`config.mk`:
```
export PLATFORM = sky130hd
export DESIGN_NAME = bitport_target
export DESIGN_NICKNAME = d
export VERILOG_FILES = /design/src/rtl/bitport_pkg.sv /design/src/rtl/bitport_strobe_sync.sv /design/src/rtl/bitport_decode.sv /design/src/rtl/bitport_bitreg.sv /design/src/rtl/bitport_rdmux.sv /design/src/rtl/bitport_target.sv
export SDC_FILE = /design/constraint.sdc
export NUM_CORES = 1
export LEC_CHECK = 0
export ABC_AREA = 1
export BUFFER_PORTS_ARGS = -buffer_cell sky130_fd_sc_hd__buf_2
export CAP_MARGIN = 20
export CORE_MARGIN = 5
export CORE_UTILIZATION = 35
export DETAILED_ROUTE_END_ITERATION = 8
export GPL_ROUTABILITY_DRIVEN = 0
export PLACE_DENSITY_LB_ADDON = 0.3
export SKIP_CTS_REPAIR_TIMING = 1
export SLEW_MARGIN = 20
export SYNTH_ARGS = -nofsm -noshare
export SYNTH_HDL_FRONTEND = slang
export SYNTH_HIERARCHICAL = 1
export SYNTH_SLANG_ARGS = --single-unit
```
`constraint.sdc`:
```
create_clock -name clk -period 1.7 [get_ports clk]
set_input_delay 0.255 -clock clk [delete_from_list [all_inputs] [get_ports clk]]
set_output_delay 0.255 -clock clk [all_outputs]
set_load 0.01 [all_outputs]
```
`src/rtl/bitport_pkg.sv`:
```
package bitport_pkg;
  localparam int unsigned DEF_ABUS_W = 16;
  localparam int unsigned DEF_PORT_W = 8;
  localparam int unsigned DEF_SYNC_N = 2;

  // number of select bits needed to index a port of given width
  function automatic int unsigned sel_bits(input int unsigned w);
    int unsigned n;
    n = 0;
    while ((1 << n) < w) n++;
    return (n == 0) ? 1 : n;
  endfunction
endpackage

```
`src/rtl/bitport_strobe_sync.sv`:
```
module bitport_strobe_sync #(
  parameter int unsigned SYNC_N = 2
) (
  input  logic clk,
  input  logic rst_n,
  input  logic strobe_async,
  output logic strobe_rise
);
  logic [SYNC_N-1:0] chain_q;
  logic [SYNC_N-1:0] chain_d;
  logic              last_q;
  logic              last_d;

  generate
    for (genvar i = 0; i < SYNC_N; i++) begin : g_stage
      if (i == 0) begin : g_first
        assign chain_d[i] = strobe_async;
      end else begin : g_next
        assign chain_d[i] = chain_q[i-1];
      end
    end
  endgenerate

  assign last_d = chain_q[SYNC_N-1];

  always_ff @(posedge clk or negedge rst_n) begin
    if (!rst_n) begin
      chain_q <= '0;
      last_q  <= 1'b0;
    end else begin
      chain_q <= chain_d;
      last_q  <= last_d;
    end
  end

  assign strobe_rise = chain_q[SYNC_N-1] & ~last_q;
endmodule

```
`src/rtl/bitport_decode.sv`:
```
module bitport_decode #(
  parameter int unsigned ABUS_W = 16,
  parameter int unsigned SEL_W  = 3,
  parameter int unsigned TAG_W  = ABUS_W - SEL_W - 1,
  parameter logic [TAG_W-1:0] BASE_TAG = '0
) (
  input  logic [ABUS_W-1:0] cpu_addr,
  input  logic              io_cyc,
  output logic              hit,
  output logic [SEL_W-1:0]  sel,
  output logic              wbit
);
  logic [TAG_W-1:0] tag;

  always_comb begin
    tag  = cpu_addr[ABUS_W-1:SEL_W+1];
    sel  = cpu_addr[SEL_W:1];
    wbit = cpu_addr[0];
    hit  = io_cyc && (tag == BASE_TAG);
  end
endmodule

```
`src/rtl/bitport_bitreg.sv`:
```
module bitport_bitreg #(
  parameter int unsigned PORT_W = 8,
  parameter int unsigned SEL_W  = 3
) (
  input  logic              clk,
  input  logic              rst_n,
  input  logic              wr_en,
  input  logic [SEL_W-1:0]  wr_sel,
  input  logic              wr_bit,
  output logic [PORT_W-1:0] bits_q
);
  logic [PORT_W-1:0] bits_d;
  logic [PORT_W-1:0] bit_en;

  generate
    for (genvar i = 0; i < PORT_W; i++) begin : g_bit
      always_comb begin
        bit_en[i] = wr_en && (wr_sel == SEL_W'(i));
        bits_d[i] = bit_en[i] ? wr_bit : bits_q[i];
      end
    end
  endgenerate

  always_ff @(posedge clk or negedge rst_n) begin
    if (!rst_n) begin
      bits_q <= '0;
    end else if (|bit_en) begin
      bits_q <= bits_d;
    end
  end
endmodule

```
`src/rtl/bitport_rdmux.sv`:
```
module bitport_rdmux #(
  parameter int unsigned PORT_W = 8,
  parameter int unsigned SEL_W  = 3
) (
  input  logic [PORT_W-1:0] in_vec,
  input  logic [SEL_W-1:0]  sel,
  input  logic              hit,
  output logic              rd_bit
);
  logic picked;

  always_comb begin
    picked = 1'b0;
    for (int i = 0; i < PORT_W; i++) begin
      if (sel == SEL_W'(i)) picked = in_vec[i];
    end
    rd_bit = hit & picked;
  end
endmodule

```
`src/rtl/bitport_target.sv`:
```
module bitport_target #(
  parameter int unsigned ABUS_W = bitport_pkg::DEF_ABUS_W,
  parameter int unsigned PORT_W = bitport_pkg::DEF_PORT_W,
  parameter int unsigned SYNC_N = bitport_pkg::DEF_SYNC_N,
  parameter int unsigned BASE   = 'h0C8
) (
  input  logic              clk,
  input  logic              rst_n,
  input  logic [ABUS_W-1:0] cpu_addr,
  input  logic              io_cyc,
  input  logic              io_strobe,
  input  logic [PORT_W-1:0] in_vec,
  output logic [PORT_W-1:0] out_reg,
  output logic              rd_bit
);
  localparam int unsigned SEL_W = bitport_pkg::sel_bits(PORT_W);
  localparam int unsigned TAG_W = ABUS_W - SEL_W - 1;
  localparam logic [TAG_W-1:0] BASE_TAG = TAG_W'(BASE);

  logic             hit;
  logic [SEL_W-1:0] sel;
  logic             wbit;
  logic             rise;

  bitport_strobe_sync #(.SYNC_N(SYNC_N)) u_sync (
    .clk(clk), .rst_n(rst_n), .strobe_async(io_strobe), .strobe_rise(rise)
  );

  bitport_decode #(.ABUS_W(ABUS_W), .SEL_W(SEL_W), .TAG_W(TAG_W), .BASE_TAG(BASE_TAG)) u_dec (
    .cpu_addr(cpu_addr), .io_cyc(io_cyc), .hit(hit), .sel(sel), .wbit(wbit)
  );

  bitport_bitreg #(.PORT_W(PORT_W), .SEL_W(SEL_W)) u_reg (
    .clk(clk), .rst_n(rst_n), .wr_en(rise & hit), .wr_sel(sel), .wr_bit(wbit),
    .bits_q(out_reg)
  );

  bitport_rdmux #(.PORT_W(PORT_W), .SEL_W(SEL_W)) u_rd (
    .in_vec(in_vec), .sel(sel), .hit(hit), .rd_bit(rd_bit)
  );
endmodule

```
==> metrics.cfg <==
[worst_setup_path]
worstPathRequired_ns = 1.44
rr_startpoint = u_sync/last_q$_DFF_PN0_
crit_path_start_kind = input port
worst-path-stages = 8
criticalPathCategory = input port to output port
crit_fanout = 11
reg2reg_depth = 8
crit_family = buffers and inverters
path_cells = buf_2, inv_2, nand2_1, nand3_1, nand3_1, nand2_1, nor2_1, buf_2
crit_path_top_delay_cell = buf_2
cpPeakStageDelay_ns = 0.21
timing.rr.end = u_reg/bits_q[1]$_DFFE_PN0P_
r2r_setup_slack_ns = 0.49
worstPathArrival_ns = 1.00
path_buf_inv = 3
worst_setup_path_end_kind = output port

[cts]
tritoncts = built
clockBufferDepth = 2
clock_sinks = 11
cts_buffers = 3
clock_latency_ns = 0.26
path_clk_slew_ns = 0.07
root_buffer = clkbuf_4
htreeDepth = 1

[power_and_ir_drop]
p_per_area_mw_per_mm2 = 571
peakVddDrop_mv = 0.463
power_leakage_uw = 0.000573

[final_layout]
antenna_cells = 0
nFillCells = 210
area_delta_synth_final_pct = 29.1
stdcell_count = 167
final_nets = 169
drive_above_1_share_pct = 35.7

[place]
hpwl_um = 1250
dp.cells = 162
portBuffers = 36

[logic_synthesis]
yosys-top-cells-area = dfrtp_1 (39%), nand2_1 (18%), inv_1 (8.6%)
ys.warnings.count = 6
synth_top_area_cell = dfrtp_1
yosysTopAreaCellShare_pct = 39.3
syn_inst = 106
synth_area_um2 = 701
syn_avg_cell_area_um2 = 6.61
synth_cell_type_count = 15
yosysSeqAreaShare_pct = 39.3
ys_ff_latch = 11
synth_nets = 134

[worst_hold_path]
worstHoldPathCells = 1
hold-path-endpoint = u_sync/chain_q[0]$_DFF_PN0_
hold_path_class = input port to flop
hold_path.startpoint = io_strobe

[detailed_routing]
num_vias = 706
wl_per_cell_um = 9.11
drt-initial-drc-count = 17
drc = 0
via_per_inst = 4.23
drt_first_pass_iters = 4
routed_wl_um = 1520
ant_nets = 0

[sta]
period_minus_slack_ns = 1.25
skew_ns = 0.00120
setup_tns_ns = 0
tightest_slew_ns = 0.255
period_share_pct = 73.6
max_freq_mhz = 799
setup_viol = 0
hold_violations = 0
slew_viol_final = 0
max_slew_margin_pct = 83.0
rsz0062_at_grt = false

[global_routing]
grt_usage_pct = 11.0
grt_pass1_wl_um = 2380
grt_overflow = 0
grt_max_degree = 12
grt_pass1_vias = 595
grt_antenna_before_repair = 0

[flow_run]
drv_cap = 0

[die]
die_w_um = 54.7
design.core.area_mm2 = 0.00194
fp-row-count = 16
die_area_mm2 = 0.00300
die-height_um = 54.7
initial_core_util_pct = 36.1
io_pins = 37

[outcome]
outcome = finished clean

power breakdown:
group          switching, uW  internal [uW]  total [uW]
clock network           81.3           86.8         168
registers               1.29            265         266
logic                   45.2           36.9        82.0
synth_stat cells:
cell type  instances
inv_2              5
o21ai_0            1
inv_1             16
clkinv_1           1
o21ai_1            1
dfrtp_1           11
buf_4              5
nand2_1           33
buf_2              2
nor2_2             4
nand4_1            7
nand3b_1           1
nand3_1            9
nor2_1             9
nand2_2            1
sequential cells by signal (all words and copies together), names as in the netlist:
| name | cells |
|---|---|
| u_reg/bits_q | 8 |
| u_sync/chain_q | 2 |
| u_sync/last_q | 1 |
area by class of cell:
| class | instances | area, um2 | area share (%) |
|---|---|---|---|
| multi-input cells | 66 | 295 | 32.6 |
| flip-flops and latches | 11 | 275 | 30.4 |
| repair buffers | 37 | 190 | 21.0 |
| inverters | 22 | 82.6 | 9.13 |
| well taps | 27 | 33.8 | 3.73 |
| clock buffers | 3 | 22.5 | 2.49 |
| clock inverters | 1 | 5.00 | 0.553 |
cells by family after synthesis:
logic type / after synthesis / share of synthesized area [%]
AOI/OAI and AO/OA: 2 / 1.43
DFF: 11 / 39.3
and+or+nand+nor: 64 / 40.7
buffers and inverters: 29 / 18.6
per-stage QoR:
step                      hold WS, ns  setup WS (ns)  total power (uW)  cell area, um2  utilization [%]
after floorplan               -0.0406          0.474               321             701                -
final                          0.0956          0.448               517             905             46.6
after detailed placement        0.135          0.267               352             867             44.7
after global placement          0.129          0.283               350             867             44.7
after global routing           0.0777          0.314               562             905             46.6
after CTS                      -0.157          0.437               526             895             46.1
worst max path at each step:
stage | start | endpoint | slack (ns)
4_1_cts | cpu_addr[2] | rd_bit | 0.44
3_5_place_dp | cpu_addr[12] | u_reg/bits_q[1]$_DFFE_PN0P_ | 0.27
6_report | cpu_addr[2] | rd_bit | 0.45
3_3_place_gp | cpu_addr[12] | u_reg/bits_q[0]$_DFFE_PN0P_ | 0.28
5_1_grt | cpu_addr[2] | rd_bit | 0.31
2_1_floorplan | cpu_addr[12] | u_reg/bits_q[0]$_DFFE_PN0P_ | 0.47
per-layer routing:
| metal | vias to the layer above | share of wire, % | GRT usage [%] |
|---|---|---|---|
| met5 | - | 0 | 0 |
| met1 | 293 | 47 | 14.1 |
| li1 | 385 | - | - |
| met4 | 0 | 0.53 | 6.22 |
| met3 | 2 | 12 | 2.45 |
| met2 | 26 | 41 | 16.7 |
cell usage in the layout, fill, tap and decap left out:
| cell type | instances |
|---|---|
| nand3_1 | 9 |
| dlygate4sd3_1 | 1 |
| nand3b_1 | 1 |
| dfrtp_1 | 11 |
| nand2_1 | 33 |
| nor2_2 | 4 |
| clkinv_2 | 1 |
| nand2_2 | 1 |
| o21ai_0 | 1 |
| buf_2 | 36 |
| inv_1 | 16 |
| nand4_1 | 7 |
| inv_2 | 5 |
| o21ai_1 | 1 |
| nor2_1 | 9 |
| clkbuf_4 | 3 |
| clkinv_1 | 1 |
Note: power is estimated with default switching activity, not from simulation.
